[src/rtl/adc_cal_pkg.sv]
package adc_cal_pkg;
   localparam int CTRL_W     = 32;
   localparam int EN_BIT     = 0;
   localparam int MODE_LSB   = 1;
   localparam int MODE_W     = 3;
   localparam logic [MODE_W-1:0] MODE_NORMAL = 3'b111;
   localparam int COMP_BIT   = 4;
   localparam int DIVSEL_BIT = 6;
   localparam int CHAN_LSB   = 16;
   localparam int CHAN_W     = 16;

   typedef enum logic [1:0] {
      CAL_IDLE    = 2'd0,
      CAL_SETTLE  = 2'd1,
      CAL_COLLECT = 2'd2,
      CAL_FINISH  = 2'd3
   } cal_state_e;
endpackage

[src/rtl/adc_cal_settle_timer.sv]
module adc_cal_settle_timer #(
   parameter int unsigned CYCLES = 125000
) (
   input  logic clk,
   input  logic rst_n,
   input  logic run_i,
   output logic expired_o
);
   localparam int unsigned CNT_W = (CYCLES > 1) ? $clog2(CYCLES) : 1;
   localparam logic [CNT_W-1:0] LAST = CNT_W'(CYCLES - 1);

   if (CYCLES < 1) begin : g_bad_cycles
      $error("adc_cal_settle_timer: CYCLES must be at least 1");
   end

   logic [CNT_W-1:0] cnt_q;

   always_ff @(posedge clk or negedge rst_n) begin
      if (!rst_n)          cnt_q <= '0;
      else if (!run_i)     cnt_q <= '0;
      else if (!expired_o) cnt_q <= cnt_q + 1'b1;
   end

   assign expired_o = run_i && (cnt_q == LAST);

   // the settle window can only end after the timer has been running
   a_r3_settle_entry: assert property (@(posedge clk) disable iff (!rst_n)
      expired_o |-> ((CYCLES == 1) || $past(run_i)));
endmodule

[src/rtl/adc_cal_accum.sv]
module adc_cal_accum #(
   parameter int DATA_W   = 10,
   parameter int AVG_LOG2 = 4,
   parameter int ACC_W    = DATA_W + AVG_LOG2
) (
   input  logic              clk,
   input  logic              rst_n,
   input  logic              clr_i,
   input  logic              take_i,
   input  logic [DATA_W-1:0] data_i,
   output logic              last_o,
   output logic [DATA_W-1:0] avg_o
);
   if (ACC_W < DATA_W + AVG_LOG2) begin : g_bad_acc
      $error("adc_cal_accum: ACC_W too narrow for the sample count");
   end
   if (AVG_LOG2 < 1) begin : g_bad_log2
      $error("adc_cal_accum: AVG_LOG2 must be at least 1");
   end

   logic                armed_q;
   logic [AVG_LOG2-1:0] cnt_q;
   logic [ACC_W-1:0]    acc_q;

   always_ff @(posedge clk or negedge rst_n) begin
      if (!rst_n) begin
         armed_q <= 1'b0;
         cnt_q   <= '0;
         acc_q   <= '0;
      end else if (clr_i) begin
         armed_q <= 1'b0;
         cnt_q   <= '0;
         acc_q   <= '0;
      end else if (take_i) begin
         if (!armed_q) begin
            armed_q <= 1'b1;
         end else begin
            acc_q <= acc_q + ACC_W'(data_i);
            cnt_q <= cnt_q + 1'b1;
         end
      end
   end

   assign last_o = take_i && armed_q && (cnt_q == '1);
   assign avg_o  = DATA_W'(acc_q >> AVG_LOG2);

   // a sample never wraps the running sum
   a_r11_no_overflow: assert property (@(posedge clk) disable iff (!rst_n)
      (take_i && armed_q && !clr_i) |=> (acc_q >= $past(acc_q)));
   // with no accepted sample, the sum does not move
   a_r3_acc_quiet: assert property (@(posedge clk) disable iff (!rst_n)
      (!take_i && !clr_i) |=> $stable(acc_q));
   // the first strobe after settling is thrown away
   a_r4_first_discarded: assert property (@(posedge clk) disable iff (!rst_n)
      (take_i && !armed_q && !clr_i) |=> $stable(acc_q));
endmodule

[src/rtl/adc_cal_gain_scale.sv]
module adc_cal_gain_scale #(
   parameter int IN_W      = 10,
   parameter bit IS_SIGNED = 1'b0
) (
   input  logic [IN_W-1:0] val_i,
   input  logic            third_i,
   output logic [IN_W+1:0] val_o
);
   if (IN_W < 2) begin : g_bad_width
      $error("adc_cal_gain_scale: IN_W must be at least 2");
   end

   if (IS_SIGNED) begin : g_signed
      logic signed [IN_W+1:0] ext, trip, half;
      always_comb begin
         ext  = $signed({{2{val_i[IN_W-1]}}, val_i});
         trip = ext + (ext <<< 1);
         // add one to negatives so the shift truncates toward zero
         half = (trip + $signed({{(IN_W+1){1'b0}}, trip[IN_W+1]})) >>> 1;
         val_o = third_i ? trip : half;
      end
   end else begin : g_unsigned
      logic [IN_W+1:0] ext, trip;
      always_comb begin
         ext   = {2'b00, val_i};
         trip  = ext + (ext << 1);
         val_o = third_i ? trip : (trip >> 1);
      end
   end
endmodule

[src/rtl/adc_offset_cal.sv]
module adc_offset_cal
   import adc_cal_pkg::*;
#(
   parameter int          DATA_W        = 10,
   parameter int          AVG_LOG2      = 4,
   parameter int          ACC_W         = DATA_W + AVG_LOG2,
   parameter int unsigned SETTLE_CYCLES = 125000
) (
   input  logic                     clk,
   input  logic                     rst_n,
   input  logic                     start_i,
   output logic                     busy_o,
   output logic                     done_o,
   input  logic                     smp_strobe_i,
   input  logic [DATA_W-1:0]        smp_data_i,
   input  logic [CTRL_W-1:0]        eng_ctrl_i,
   output logic [CTRL_W-1:0]        eng_ctrl_o,
   output logic signed [DATA_W:0]   cv_o,
   output logic signed [DATA_W+2:0] bat_cv_o,
   output logic [DATA_W+1:0]        bat_data_o
);
   localparam logic signed [DATA_W:0] MID_CODE = $signed({2'b01, {(DATA_W-1){1'b0}}});

   if (DATA_W < 2) begin : g_bad_data
      $error("adc_offset_cal: DATA_W must be at least 2");
   end
   if (CHAN_LSB + CHAN_W > CTRL_W) begin : g_bad_ctrl
      $error("adc_offset_cal: channel field exceeds control word");
   end

   cal_state_e            state_q, state_d;
   logic                  done_q;
   logic signed [DATA_W:0] cv_q;
   logic                  settle_done, last_smp;
   logic [DATA_W-1:0]     avg;
   logic [DATA_W+1:0]     bat_cv_raw;

   adc_cal_settle_timer #(.CYCLES(SETTLE_CYCLES)) u_settle (
      .clk       (clk),
      .rst_n     (rst_n),
      .run_i     (state_q == CAL_SETTLE),
      .expired_o (settle_done)
   );

   adc_cal_accum #(.DATA_W(DATA_W), .AVG_LOG2(AVG_LOG2), .ACC_W(ACC_W)) u_accum (
      .clk    (clk),
      .rst_n  (rst_n),
      .clr_i  (state_q == CAL_IDLE),
      .take_i ((state_q == CAL_COLLECT) && smp_strobe_i),
      .data_i (smp_data_i),
      .last_o (last_smp),
      .avg_o  (avg)
   );

   always_comb begin
      state_d = state_q;
      unique case (state_q)
         CAL_IDLE:    if (start_i)     state_d = CAL_SETTLE;
         CAL_SETTLE:  if (settle_done) state_d = CAL_COLLECT;
         CAL_COLLECT: if (last_smp)    state_d = CAL_FINISH;
         CAL_FINISH:                   state_d = CAL_IDLE;
         default:                      state_d = CAL_IDLE;
      endcase
   end

   always_ff @(posedge clk or negedge rst_n) begin
      if (!rst_n) begin
         state_q <= CAL_IDLE;
         done_q  <= 1'b0;
         cv_q    <= '0;
      end else begin
         state_q <= state_d;
         done_q  <= (state_q == CAL_FINISH);
         if (state_q == CAL_FINISH) cv_q <= MID_CODE - $signed({1'b0, avg});
      end
   end

   assign busy_o = (state_q != CAL_IDLE);
   assign done_o = done_q;
   assign cv_o   = cv_q;

   always_comb begin
      eng_ctrl_o = eng_ctrl_i;
      if (busy_o) begin
         eng_ctrl_o[EN_BIT]               = 1'b1;
         eng_ctrl_o[MODE_LSB +: MODE_W]   = MODE_NORMAL;
         eng_ctrl_o[COMP_BIT]             = 1'b1;
         eng_ctrl_o[CHAN_LSB +: CHAN_W]   = CHAN_W'(1);
      end
   end

   adc_cal_gain_scale #(.IN_W(DATA_W + 1), .IS_SIGNED(1'b1)) u_bat_cv (
      .val_i   (cv_q),
      .third_i (eng_ctrl_i[DIVSEL_BIT]),
      .val_o   (bat_cv_raw)
   );
   assign bat_cv_o = $signed(bat_cv_raw);

   adc_cal_gain_scale #(.IN_W(DATA_W), .IS_SIGNED(1'b0)) u_bat_data (
      .val_i   (smp_data_i),
      .third_i (eng_ctrl_i[DIVSEL_BIT]),
      .val_o   (bat_data_o)
   );

   // while busy the engine sees normal mode, compensation, channel 0 only
   a_r2_engine_override: assert property (@(posedge clk) disable iff (!rst_n)
      busy_o |-> (eng_ctrl_o[EN_BIT] && eng_ctrl_o[COMP_BIT] &&
                  (eng_ctrl_o[MODE_LSB +: MODE_W] == MODE_NORMAL) &&
                  (eng_ctrl_o[CHAN_LSB +: CHAN_W] == CHAN_W'(1))));
   // idle means the requested control word reaches the engine untouched
   a_r1_ctrl_restore: assert property (@(posedge clk) disable iff (!rst_n)
      !busy_o |-> (eng_ctrl_o == eng_ctrl_i));
   // done lasts a single cycle and ends a busy period
   a_r6_done_single: assert property (@(posedge clk) disable iff (!rst_n)
      done_o |=> !done_o);
   a_r6_done_after_busy: assert property (@(posedge clk) disable iff (!rst_n)
      done_o |-> (!busy_o && $past(busy_o)));
   // the result only moves when done is raised
   a_r6_cv_hold: assert property (@(posedge clk) disable iff (!rst_n)
      (cv_o != $past(cv_o)) |-> done_o);
   // a start request during a run does not end or restart it
   a_r7_start_ignored: assert property (@(posedge clk) disable iff (!rst_n)
      (start_i && (state_q == CAL_SETTLE || state_q == CAL_COLLECT)) |=> busy_o);
endmodule

[config.mk]
export PLATFORM = sky130hd
export DESIGN_NAME = adc_offset_cal
export DESIGN_NICKNAME = d
export VERILOG_FILES = /design/src/rtl/adc_cal_pkg.sv /design/src/rtl/adc_cal_settle_timer.sv /design/src/rtl/adc_cal_accum.sv /design/src/rtl/adc_cal_gain_scale.sv /design/src/rtl/adc_offset_cal.sv
export SDC_FILE = /design/constraint.sdc
export NUM_CORES = 1
export LEC_CHECK = 0
export ABC_AREA = 1
export BUFFER_PORTS_ARGS = -buffer_cell sky130_fd_sc_hd__buf_2
export CAP_MARGIN = 15
export CORE_MARGIN = 5
export CORE_UTILIZATION = 48
export CTS_CLUSTER_DIAMETER = 30
export DETAILED_ROUTE_END_ITERATION = 8
export GPL_TIMING_DRIVEN = 0
export PLACE_DENSITY = 0.73
export SETUP_SLACK_MARGIN = 0.1
export SYNTH_ARGS = -nofsm -noshare
export SYNTH_HDL_FRONTEND = slang
export SYNTH_SLANG_ARGS = --single-unit
[constraint.sdc]
create_clock -name clk -period 2.45 [get_ports clk]
set_input_delay 0.1225 -clock clk [delete_from_list [all_inputs] [get_ports clk]]
set_output_delay 0.1225 -clock clk [all_outputs]
set_load 0.03 [all_outputs]
**Word-level counts from Yosys, hierarchy flattened**

Cells that the tools add are included.

- Add/subtract/negate cells: 7
- $mul: 0
- Divide/modulo/power cells: 0
- Order comparisons: 0
- Equality and inequality tests: 9
- Shifts and indexed selects: 0
- Multiplexer cells: 18
- Bitwise operators: 0
- Reduce and logical (&&, ||, !) cells: 10

Operators with widths:

| operator | count |
|---|---|
| 2-to-1 mux 14 bit | 3 |
| 2-to-1 mux 17 bit | 2 |
| 2-to-1 mux 12 bit | 2 |
| adder 17 x 1 -> 17 bit, second input constant | 1 |
| equality test 17 bit, second input constant | 1 |
| 2-to-1 mux 16 bit | 1 |
| adder 14 x 10 -> 14 bit | 1 |
| adder 11 x 12 -> 13 bit | 1 |
| adder 13 x 2 -> 13 bit | 1 |
| adder 10 x 11 -> 12 bit | 1 |
| 2-to-1 mux 4 bit | 3 |
| subtractor 10 x 10 -> 11 bit, first input constant | 1 |
| inequality test 2 bit, second input constant | 4 |
| one-hot mux 2 bit (4 select lines) | 1 |
| 2-to-1 mux 2 bit | 3 |
| nonzero test 2 bit | 3 |
| 2-to-1 mux 5 bit | 1 |
| adder 4 x 1 -> 4 bit, second input constant | 1 |
| equality test 2 bit, second input constant | 2 |
| equality test 4 bit, second input constant | 1 |
| logical AND 1 bit | 4 |
| AND reduction 3 bit | 1 |
| equality test 2 x 1 -> 1 bit, second input constant | 1 |
| logical NOT 2 bit | 1 |
| other kinds (2) | 3 |

- Register bits: 50
- Latch bits: 0
- Memory bits (writable): 0
- Memory bits (read-only): 0
- Output and inout port bits: 70
- Word-level logic and storage cells: 51
- Memories: 0

**Longest topological paths before layout**

Gate-level depths: netlist of run 1.

- Depth after elaboration: 6
- Gate-level depth with buffers: 17
- Gate-level depth less buffers: 16

**Cells and area by module**

From an unflattened synthesis of run 1, not the netlist that was laid out.

- Cell total of the unflattened synthesis: 830
- Area, all modules: 5306.3 µm²

By module, submodules not included:

| module | times used | cells each | area each (µm²) |
|---|---|---|---|
| adc_cal_accum | 1 | 200 | 1427.6 |
| adc_offset_cal | 1 | 163 | 1106.1 |
| adc_cal_settle_timer | 1 | 159 | 1096.1 |
| adc_cal_gain_scale (u_bat_cv) | 1 | 190 | 1026.0 |
| adc_cal_gain_scale (u_bat_data) | 1 | 118 | 650.6 |

**Worst setup path before layout of run 1**

No wires, ideal clock.

- Path type: register -> output
- Start point: register cv_q[1] (netlist: cv_o[1])
- End point: output bat_cv_o[12]
- Arrival time: 2.590 ns
- Data required time: 2.328 ns
- Path slack: -0.263 ns
- Stages on the path, launching flop included: 15
- Path buffers: 1
- Cells stage by stage: dfrtp_1 > ha_1 > fa_1 > nand2_1 > nor2_1 > nand3_1 > nor2_2 > nand3_2 > nor2_2 > nand2_1 > nand2_1 > nand2_1 > nand2_1 > nand2_1 > buf_4

- Cells in the longest elaborated chain, start to end: 3

RTL lines:

| what | RTL line | RTL |
|---|---|---|
| start, declared | adc_offset_cal.sv:33 | `logic signed [DATA_W:0] cv_q;` |
| start signal, assigned | adc_offset_cal.sv:74 | `if (state_q == CAL_FINISH) cv_q <= MID_CODE - $signed({1'b0, avg});` |
| adder 11 x 12 -> 13 bit (*) | adc_cal_gain_scale.sv:17 | `trip = ext + (ext <<< 1);` |
| adder 13 x 2 -> 13 bit | adc_cal_gain_scale.sv:19 | `half = (trip + $signed({{(IN_W+1){1'b0}}, trip[IN_W+1]})) >>> 1;` |
| 2-to-1 mux 12 bit (*) | adc_cal_gain_scale.sv:20 | `val_o = third_i ? trip : half;` |
| end, declared | adc_offset_cal.sv:19 | `output logic signed [DATA_W+2:0] bat_cv_o,` |

Mark *: on every way between the ends. The rest lies on a longest branch, timed or not.

**Final worst setup path of run 1**

- Start point: register cv_q[2] (netlist: cv_o[2])
- End point: output bat_cv_o[12]

The elaborated chain is that of the path after synthesis.

==> flow_summary.html, run 1 <==
<table>
<tr><th>Metric</th><th>Value</th></tr>
<tr><th colspan="2">Status</th></tr>
<tr><td>Outcome</td><td>complete, but fails checks</td></tr>
<tr><td>Violations in the final reports</td><td>negative setup slack</td></tr>
<tr><th colspan="2">Min path</th></tr>
<tr><td>Count of cells along the worst hold path</td><td>3</td></tr>
<tr><td>Worst hold path type</td><td>in2reg</td></tr>
<tr><th colspan="2">Timing</th></tr>
<tr><td>Crit share post-route</td><td>112%</td></tr>
<tr><td>Final Slew Violations</td><td>0</td></tr>
<tr><td>Setup repair after global routing missed its margin</td><td>yes</td></tr>
<tr><td>Max Clock Freq</td><td>365 MHz</td></tr>
<tr><td>Actual transition at the worst max-transition pin</td><td>504 ps</td></tr>
<tr><td>Clk_skew</td><td>8.15 ps</td></tr>
<tr><td>Relative slew slack</td><td>66.4%</td></tr>
<tr><td>Final setup viols</td><td>9</td></tr>
<tr><td>Final hold violation count</td><td>0</td></tr>
<tr><td>Slack of the critical path</td><td>-290 ps</td></tr>
<tr><td>Post-route minimum period</td><td>2740 ps</td></tr>
<tr><th colspan="2">Synth</th></tr>
<tr><td>Mapped Avg Cell Area</td><td>6.80 µm²</td></tr>
<tr><td>Post-synthesis sequential element count</td><td>50</td></tr>
<tr><td>Post-synth cell types</td><td>45</td></tr>
<tr><td>Number of cells produced by synthesis</td><td>663</td></tr>
<tr><td>Netlist area before placement</td><td>4510 µm²</td></tr>
<tr><td>Proportion of register bits with asynchronous set or reset after synthesis</td><td>between 90% and 100%</td></tr>
<tr><td>Synthesis Warnings</td><td>0</td></tr>
<tr><td>Post-synth EDFFs</td><td>0</td></tr>
<tr><td>Nets in the synthesized netlist</td><td>about 750</td></tr>
<tr><td>Sequential element share of the synthesized area</td><td>27.8%</td></tr>
<tr><td>Most common flop cell mapped by yosys</td><td>sky130_fd_sc_hd__dfrtp_1</td></tr>
<tr><th colspan="2">CTS</th></tr>
<tr><td>TritonCTS clock tree</td><td>yes</td></tr>
<tr><td>Maximum clock insertion buffer count</td><td>2</td></tr>
<tr><td>Clock root buffer</td><td>sky130_fd_sc_hd__clkbuf_8</td></tr>
<tr><td>H-tree depth reported by CTS</td><td>2</td></tr>
<tr><td>Clock net sink count</td><td>50</td></tr>
<tr><td>Clock edge transition at the registers on the reported setup and hold paths</td><td>90 ps</td></tr>
<tr><td>Clock insertion delay at the later pin of the skew report</td><td>300 ps</td></tr>
<tr><td>Number of buffers created by CTS</td><td>5</td></tr>
<tr><th colspan="2">Critical path</th></tr>
<tr><td>Flop-to-flop setup slack</td><td>510 ps</td></tr>
<tr><td>Maximum net fanout on the critical path</td><td>5</td></tr>
<tr><td>Longest individual stage delay on the worst path</td><td>roughly 590 ps</td></tr>
<tr><td>CP max-delay cell</td><td>sky130_fd_sc_hd__fa_2</td></tr>
<tr><td>Cell family with most CP delay</td><td>simple AND/OR/NAND/NOR gates</td></tr>
<tr><td>Worst setup EP type</td><td>primary output</td></tr>
<tr><td>Arrival time of the worst setup path</td><td>2620 ps</td></tr>
<tr><td>Worst path bufs/invs</td><td>3</td></tr>
<tr><td>Category of the most critical setup path</td><td>reg2out</td></tr>
<tr><td>CP Cell Sequence</td><td>buf_6 -&gt; fa_2 -&gt; nand2_2 -&gt; nor2_4 -&gt; nand3_2 -&gt; nor2_4 -&gt; nand3_2 -&gt; nor2_2 -&gt; nand2_1 -&gt; nand2_1 -&gt; nand2_1 -&gt; nand2_2 -&gt; nand2_4 -&gt; buf_6 -&gt; buf_6</td></tr>
<tr><td>FF-to-FF path depth</td><td>8</td></tr>
<tr><td>Worst endpoint required time</td><td>2330 ps</td></tr>
<tr><td>CP Launch Type</td><td>flip-flop</td></tr>
<tr><td>Levels on crit path</td><td>15</td></tr>
<tr><th colspan="2">Power and ir drop</th></tr>
<tr><td>Power density over the cells</td><td>1090 nW/µm²</td></tr>
<tr><td>Leakage power</td><td>about 3 nW</td></tr>
<tr><td>Worst IR drop on VDD</td><td>~0.00064 V</td></tr>
<tr><th colspan="2">Placed design</th></tr>
<tr><td>Total half-perimeter wirelength after legalization and detailed placement</td><td>8810 µm</td></tr>
<tr><td>GPL Wtd Cong</td><td>about 0.9</td></tr>
<tr><td>Number of port buffers</td><td>~110</td></tr>
<tr><td>Number of placed instances with taps included</td><td>879</td></tr>
<tr><th colspan="2">Route</th></tr>
<tr><td>Total iterations of the first detailed-routing run</td><td>4</td></tr>
<tr><td>Average via count per standard cell</td><td>5.16</td></tr>
<tr><td>Via count</td><td>approximately 4700</td></tr>
<tr><td>Antenna Nets Post-Route</td><td>0</td></tr>
<tr><td>DRT Wirelength</td><td>about 11000 µm</td></tr>
<tr><td>DRC violation count after routing</td><td>0</td></tr>
<tr><td>Initial DRC Count</td><td>172</td></tr>
<tr><td>Average wire per standard cell</td><td>12.6 µm</td></tr>
<tr><th colspan="2">Cells and area</th></tr>
<tr><td>Diodes inserted</td><td>0</td></tr>
<tr><td>Layout net count</td><td>880</td></tr>
<tr><td>Area delta synth-&gt;final</td><td>25.9%</td></tr>
<tr><td>Non-filler instance count after layout</td><td>between 900 and 1000</td></tr>
<tr><td>Area of the multi-input gates</td><td>roughly 3000 µm²</td></tr>
<tr><td>Final-layout fill cell count</td><td>845</td></tr>
<tr><td>Area occupied by registers</td><td>1260 µm²</td></tr>
<tr><td>Fraction of final layout cells with drive strength greater than 1</td><td>27.0%</td></tr>
<tr><td>Final cell utilization of the core</td><td>61.7%</td></tr>
<tr><th colspan="2">Die</th></tr>
<tr><td>Vertical die dimension</td><td>107 µm</td></tr>
<tr><td>Placeable core area</td><td>9200 µm²</td></tr>
<tr><td>Die X</td><td>about 110 µm</td></tr>
<tr><td>Cell Rows</td><td>35</td></tr>
<tr><td>Overall die area</td><td>11400 µm²</td></tr>
<tr><td>Initial core utilization</td><td>49.0%</td></tr>
<tr><td>I/O pin cnt</td><td>116</td></tr>
<tr><th colspan="2">GRT</th></tr>
<tr><td>Remaining global-route overflow</td><td>0</td></tr>
<tr><td>Number of antenna violations at the first check in global routing</td><td>0</td></tr>
<tr><td>All-layer global routing usage</td><td>19.4%</td></tr>
<tr><td>Wire length of the first global-routing pass</td><td>18800 µm</td></tr>
<tr><td>Number of global-route vias before repair</td><td>4390</td></tr>
<tr><td>Largest net degree at the start of global routing</td><td>51</td></tr>
<tr><th colspan="2">Job</th></tr>
<tr><td>Max cap viols</td><td>0</td></tr>
</table>
==> what timing repair did <==
| action | in CTS | in global routing |
|---|---|---|
| gates resized for setup | 32 | 33 |
| endpoints found under the hold margin | 0 | 11 |
| endpoints found under the setup margin | 10 | 21 |
| hold buffers | 0 | 1 |
| cloned | 0 | 0 |
| pin swaps | 12 | 14 |
| buffers inserted | 11 | 4 |
==> power breakdown <==
part           switching (W)  internal, W
registers           0.000189      0.00103
clock network       0.000263     0.000196
logic                0.00291      0.00158
==> sequential cells by signal (all words and copies together) (netlist names) <==
signal           count
u_accum.armed_q      1
state_q              2
done_o               1
u_accum.acc_q       14
u_settle.cnt_q      17
u_accum.cnt_q        4
cv_o                11
==> cell usage after synthesis, types with 5 or more instances <==
| library cell | count | area share, % |
|---|---|---|
| sky130_fd_sc_hd__clkbuf_1 | 8 | 0.67 |
| sky130_fd_sc_hd__buf_4 | 13 | 2.2 |
| sky130_fd_sc_hd__nor3_1 | 7 | 0.78 |
| sky130_fd_sc_hd__dfrtp_1 | 50 | 28 |
| sky130_fd_sc_hd__a21oi_1 | 44 | 4.9 |
| sky130_fd_sc_hd__o21ai_0 | 33 | 3.7 |
| sky130_fd_sc_hd__nand2_1 | 172 | 14 |
| sky130_fd_sc_hd__xor2_1 | 12 | 2.3 |
| sky130_fd_sc_hd__inv_1 | 91 | 7.6 |
| sky130_fd_sc_hd__or2_2 | 7 | 0.97 |
| sky130_fd_sc_hd__nor4_1 | 5 | 0.69 |
| sky130_fd_sc_hd__o21ai_1 | 13 | 1.4 |
| sky130_fd_sc_hd__nor2_2 | 7 | 0.97 |
| sky130_fd_sc_hd__nand2_2 | 6 | 0.83 |
| sky130_fd_sc_hd__nor2_1 | 53 | 4.4 |
| sky130_fd_sc_hd__ha_1 | 39 | 11 |
| sky130_fd_sc_hd__xnor2_1 | 5 | 0.97 |
| sky130_fd_sc_hd__nand4_1 | 10 | 1.4 |
| sky130_fd_sc_hd__nand3_1 | 38 | 4.2 |
==> worst reg2reg max path: stages (launching register included) <==
cell                       delay [ps]
sky130_fd_sc_hd__dfrtp_1          380
sky130_fd_sc_hd__inv_1             80
sky130_fd_sc_hd__ha_1             240
sky130_fd_sc_hd__nand3_1          100
sky130_fd_sc_hd__inv_1             60
sky130_fd_sc_hd__clkbuf_1         220
sky130_fd_sc_hd__nor2_2           360
sky130_fd_sc_hd__inv_1            220
sky130_fd_sc_hd__o22ai_1          200
==> metal layers <==
metal | routed length [µm] | global-route usage [%] | up-vias
met5 | 0 | 0 | -
met4 | 130 | 3.84 | 0
met3 | 620 | 3.07 | 14
met2 | 5690 | 35.7 | 130
met1 | 4950 | 23.8 | 2124
li1 | - | - | 2395
==> metrics by stage <==
step | total power [W] | instance area (µm²) | TNS (ps) | hold slack (ps) | setup WS, ps
floorplan | 0.00427 | 4550 | -12.2 | -173 | -12.2
global placement | 0.00510 | 5220 | -154 | 396 | -127
detailed placement | 0.00520 | 5220 | -231 | 399 | -157
CTS | 0.00592 | 5490 | -1740 | 70.8 | -315
global route | 0.00674 | 5680 | -2800 | 111 | -437
finish | 0.00616 | 5680 | -1630 | 83.5 | -290
==> cells by family after synthesis <==
group,share of synthesized area [%]
simple gates,31.0
buf+inv,11.2
compound gates,14.1
flops,27.8
fa+ha+maj,12.2
xor+xnor,3.30
mux,0.444
==> final timing paths <==
check / end / from
max in group asynchronous: cv_o[6] / rst_n
hold / removal: u_accum.armed_q / smp_strobe_i
min in group asynchronous: u_accum.armed_q / rst_n
setup / recovery: bat_cv_o[12] / cv_o[2]
hold reg to reg: u_settle.cnt_q[12] / u_settle.cnt_q[12]
setup reg to reg: u_accum.acc_q[6] / state_q[0]
==> layout by cell type (no fill, tap or decap), drive strengths merged <==
cell	n
a31o	1
buf	138
ha	39
mux2i	2
clkbuf	15
clkinvlp	1
and2	1
a21oi	45
o211ai	2
inv	94
xnor2	5
nor4	5
nand2	178
nor3	7
o22a	1
or2	9
a22o	2
dlygate4sd3	1
o31ai	1
a211oi	1
nand3	41
a221oi	1
nand4	10
nor3b	2
o21bai	2
a21boi	1
o21a	1
dfrtp	50
nand3b	1
o22ai	3
fa	3
o21ai	46
a21o	4
xor2	12
a31oi	4
nor2	63
==> final cells by class <==
class	instances	share of cell area, %
Inverter	94	6.22
Buffer	26	2.73
Clock inverter	1	0.132
Timing Repair Buffer	122	12.9
Multi-Input combinational cell	493	52.1
Tap cell	111	2.45
Sequential cell	50	22.1
Clock buffer	6	1.28
Power figures use the tool's default switching activity.
==> run 2, diff against run 1 <==
Clock period 2.45 ns to 3.3 ns, I/O delays scaled along.
==> flow_summary.html, run 2 (same netlist as run 1, synthesis figures left out) <==
<table>
<tr><th>Metric</th><th>Value</th></tr>
<tr><th colspan="2">Critical path</th></tr>
<tr><td>Cell family with most CP delay</td><td>simple AND/OR/NAND/NOR gates</td></tr>
<tr><td>Critical path's most frequent cell</td><td>sky130_fd_sc_hd__nand2_1</td></tr>
<tr><td>CP Launch Type</td><td>flip-flop</td></tr>
<tr><td>Startpoint of the worst register-to-register path</td><td>u_accum.acc_q[0]</td></tr>
<tr><td>Maximum net fanout on the critical path</td><td>4</td></tr>
<tr><td>Worst setup EP type</td><td>primary output</td></tr>
<tr><td>CP max-delay cell</td><td>sky130_fd_sc_hd__fa_1</td></tr>
<tr><td>Category of the most critical setup path</td><td>reg2out</td></tr>
<tr><td>Flop-to-flop setup slack</td><td>approximately 1400 ps</td></tr>
<tr><td>Longest individual stage delay on the worst path</td><td>roughly 540 ps</td></tr>
<tr><td>CP Cell Sequence</td><td>ha_2 -&gt; fa_1 -&gt; nand2_1 -&gt; nor2_1 -&gt; nand3_1 -&gt; nor2_2 -&gt; nand3_2 -&gt; nor2_2 -&gt; nand2_1 -&gt; nand2_1 -&gt; nand2_1 -&gt; nand2_1 -&gt; nand2_1 -&gt; buf_4 -&gt; buf_2</td></tr>
<tr><td>Capture instance of the worst register-to-register path</td><td>u_accum.acc_q[12]</td></tr>
<tr><td>FF-to-FF path depth</td><td>11</td></tr>
<tr><td>Arrival time of the worst setup path</td><td>roughly 2800 ps</td></tr>
<tr><td>Worst path bufs/invs</td><td>2</td></tr>
<tr><td>Worst endpoint required time</td><td>~3100 ps</td></tr>
<tr><th colspan="2">GRT</th></tr>
<tr><td>Largest net degree at the start of global routing</td><td>51</td></tr>
<tr><td>All-layer global routing usage</td><td>19.2%</td></tr>
<tr><td>Remaining global-route overflow</td><td>0</td></tr>
<tr><td>Number of global-route vias before repair</td><td>4359</td></tr>
<tr><td>Wire length of the first global-routing pass</td><td>18700 µm</td></tr>
<tr><td>Number of antenna violations at the first check in global routing</td><td>0</td></tr>
<tr><th colspan="2">Status</th></tr>
<tr><td>Outcome</td><td>completed</td></tr>
<tr><th colspan="2">Die</th></tr>
<tr><td>Die X</td><td>107 µm</td></tr>
<tr><td>I/O pin cnt</td><td>approximately 120</td></tr>
<tr><td>Cell Rows</td><td>35</td></tr>
<tr><td>Vertical die dimension</td><td>107 µm</td></tr>
<tr><td>Overall die area</td><td>11400 µm²</td></tr>
<tr><td>Initial core utilization</td><td>between 40% and 50%</td></tr>
<tr><td>Placeable core area</td><td>9200 µm²</td></tr>
<tr><th colspan="2">Route</th></tr>
<tr><td>Average wire per standard cell</td><td>12.2 µm</td></tr>
<tr><td>DRC violation count after routing</td><td>0</td></tr>
<tr><td>Antenna Nets Post-Route</td><td>0</td></tr>
<tr><td>Total iterations of the first detailed-routing run</td><td>5</td></tr>
<tr><td>Via count</td><td>approximately 4500</td></tr>
<tr><td>Initial DRC Count</td><td>approximately 230</td></tr>
<tr><td>Average via count per standard cell</td><td>about 5.1</td></tr>
<tr><td>DRT Wirelength</td><td>~11000 µm</td></tr>
<tr><th colspan="2">Placed design</th></tr>
<tr><td>GPL Wtd Cong</td><td>roughly 0.87</td></tr>
<tr><td>Number of placed instances with taps included</td><td>roughly 880</td></tr>
<tr><td>Cell area reported after detailed placement</td><td>5170 µm²</td></tr>
<tr><td>Number of port buffers</td><td>105</td></tr>
<tr><td>Total half-perimeter wirelength after legalization and detailed placement</td><td>approximately 9000 µm</td></tr>
<tr><th colspan="2">Cells and area</th></tr>
<tr><td>Post-route design area</td><td>between 5000 and 6000 µm²</td></tr>
<tr><td>Final cell utilization of the core</td><td>57.8%</td></tr>
<tr><td>Leading cell type in the layout, fill and taps excluded</td><td>sky130_fd_sc_hd__nand2_1</td></tr>
<tr><td>Commonest cells after routing, fill and taps aside</td><td>sky130_fd_sc_hd__nand2_1, sky130_fd_sc_hd__buf_2, sky130_fd_sc_hd__inv_1</td></tr>
<tr><td>Non-filler instance count after layout</td><td>892</td></tr>
<tr><td>Flip-flop count of the largest register after layout</td><td>17</td></tr>
<tr><td>Diodes inserted</td><td>0</td></tr>
<tr><td>Largest Register</td><td>u_settle.cnt_q</td></tr>
<tr><td>Final-layout fill cell count</td><td>926</td></tr>
<tr><td>Fraction of final layout cells with drive strength greater than 1</td><td>21.3%</td></tr>
<tr><td>Area delta synth-&gt;final</td><td>18.0%</td></tr>
<tr><td>Layout net count</td><td>868</td></tr>
<tr><th colspan="2">Timing</th></tr>
<tr><td>Actual transition at the worst max-transition pin</td><td>477 ps</td></tr>
<tr><td>Final hold violation count</td><td>0</td></tr>
<tr><td>Setup repair after global routing missed its margin</td><td>no</td></tr>
<tr><td>Post-route minimum period</td><td>2980 ps</td></tr>
<tr><td>Final setup viols</td><td>0</td></tr>
<tr><td>Clk_skew</td><td>5.07 ps</td></tr>
<tr><td>Crit share post-route</td><td>90.4%</td></tr>
<tr><td>Relative slew slack</td><td>between 60% and 70%</td></tr>
<tr><td>Max Clock Freq</td><td>approximately 340 MHz</td></tr>
<tr><td>Final-layout setup total negative slack</td><td>0 ps</td></tr>
<tr><td>Final Slew Violations</td><td>0</td></tr>
<tr><th colspan="2">Min path</th></tr>
<tr><td>Hold worst-path end</td><td>u_accum.armed_q</td></tr>
<tr><td>Hold Crit Start</td><td>smp_strobe_i</td></tr>
<tr><td>Count of cells along the worst hold path</td><td>3</td></tr>
<tr><td>Worst hold path type</td><td>in2reg</td></tr>
<tr><th colspan="2">CTS</th></tr>
<tr><td>H-tree depth reported by CTS</td><td>2</td></tr>
<tr><td>Clock net sink count</td><td>50</td></tr>
<tr><td>Clock insertion delay at the later pin of the skew report</td><td>300 ps</td></tr>
<tr><td>Maximum clock insertion buffer count</td><td>2</td></tr>
<tr><td>Clock root buffer</td><td>sky130_fd_sc_hd__clkbuf_8</td></tr>
<tr><td>TritonCTS clock tree</td><td>yes</td></tr>
<tr><td>Number of buffers created by CTS</td><td>5</td></tr>
<tr><td>Clock edge transition at the registers on the reported setup and hold paths</td><td>90 ps</td></tr>
<tr><th colspan="2">Job</th></tr>
<tr><td>Max cap viols</td><td>0</td></tr>
<tr><th colspan="2">Power and ir drop</th></tr>
<tr><td>Leakage power</td><td>roughly 3 nW</td></tr>
<tr><td>Power density over the cells</td><td>between 700 and 800 nW/µm²</td></tr>
<tr><td>Worst IR drop on VDD</td><td>between 0.0004 and 0.0005 V</td></tr>
</table>
[run 2: cell count changes in the layout (fill, tap and decap cells not counted), sizes merged]
cell      before  now
buf          138  127
clkinv         0    1
clkinvlp       1    0
[run 2: how the worst max path moves through the flow]
stage / from / endpoint / slack (ps) / depth (start not counted)
4_1_cts: cv_o[1] / bat_cv_o[12] / 240 / 15
5_1_grt: cv_o[0] / bat_cv_o[12] / 110 / 15
3_5_place_dp: cv_o[1] / bat_cv_o[12] / 590 / 15
2_1_floorplan: cv_o[1] / bat_cv_o[12] / 540 / 14
6_report: cv_o[0] / bat_cv_o[12] / 320 / 15
3_3_place_gp: cv_o[1] / bat_cv_o[12] / 620 / 15
[run 2: worst register-to-register path, delay by kind of cell (launching register included)]
family,cells,cell delay (ps)
compound gates,2,220
flops,1,390
simple gates,7,630
fa+ha+maj,2,610
[run 2: cell type report]
type	instances	area [µm²]	area share, %
inverter	94	353	6.63
tap	111	139	2.61
buffer	26	150	2.82
sequential	50	1250	23.5
timing repair buffer	110	578	10.9
multi-input combinational	493	2760	51.8
clock inverter	1	5.00	0.0941
clock buffer	7	86.3	1.62
[run 2: timing repair]
action                                  CTS  global route
gates resized for setup                   0             2
endpoints found under the setup margin    0             2
hold endpoints to repair                  0            13
hold buffers                              0             1
setup buffers                             0             3
[run 2: per-layer routing]
| layer | global-route usage [%] | routed length, µm |
|---|---|---|
| met4 | 4.11 | 131 |
| met3 | 2.83 | 571 |
| met1 | 23.5 | 4860 |
| met5 | 0 | 0 |
| met2 | 35.8 | 5350 |
[run 2: per-stage QoR]
stage	worst slack (ps)	power, W	hold WS [ps]
final	316	0.00419	125
after global routing	114	0.00461	141
after CTS	245	0.00420	114
after detailed placement	590	0.00382	432
after global placement	622	0.00374	422
after floorplan	545	0.00312	-131
[run 2: where the power goes]
part | internal [W] | switching [W]
Clock | 0.000169 | 0.000192
Sequential | 0.000760 | 0.000134
Combinational | 0.000953 | 0.00198
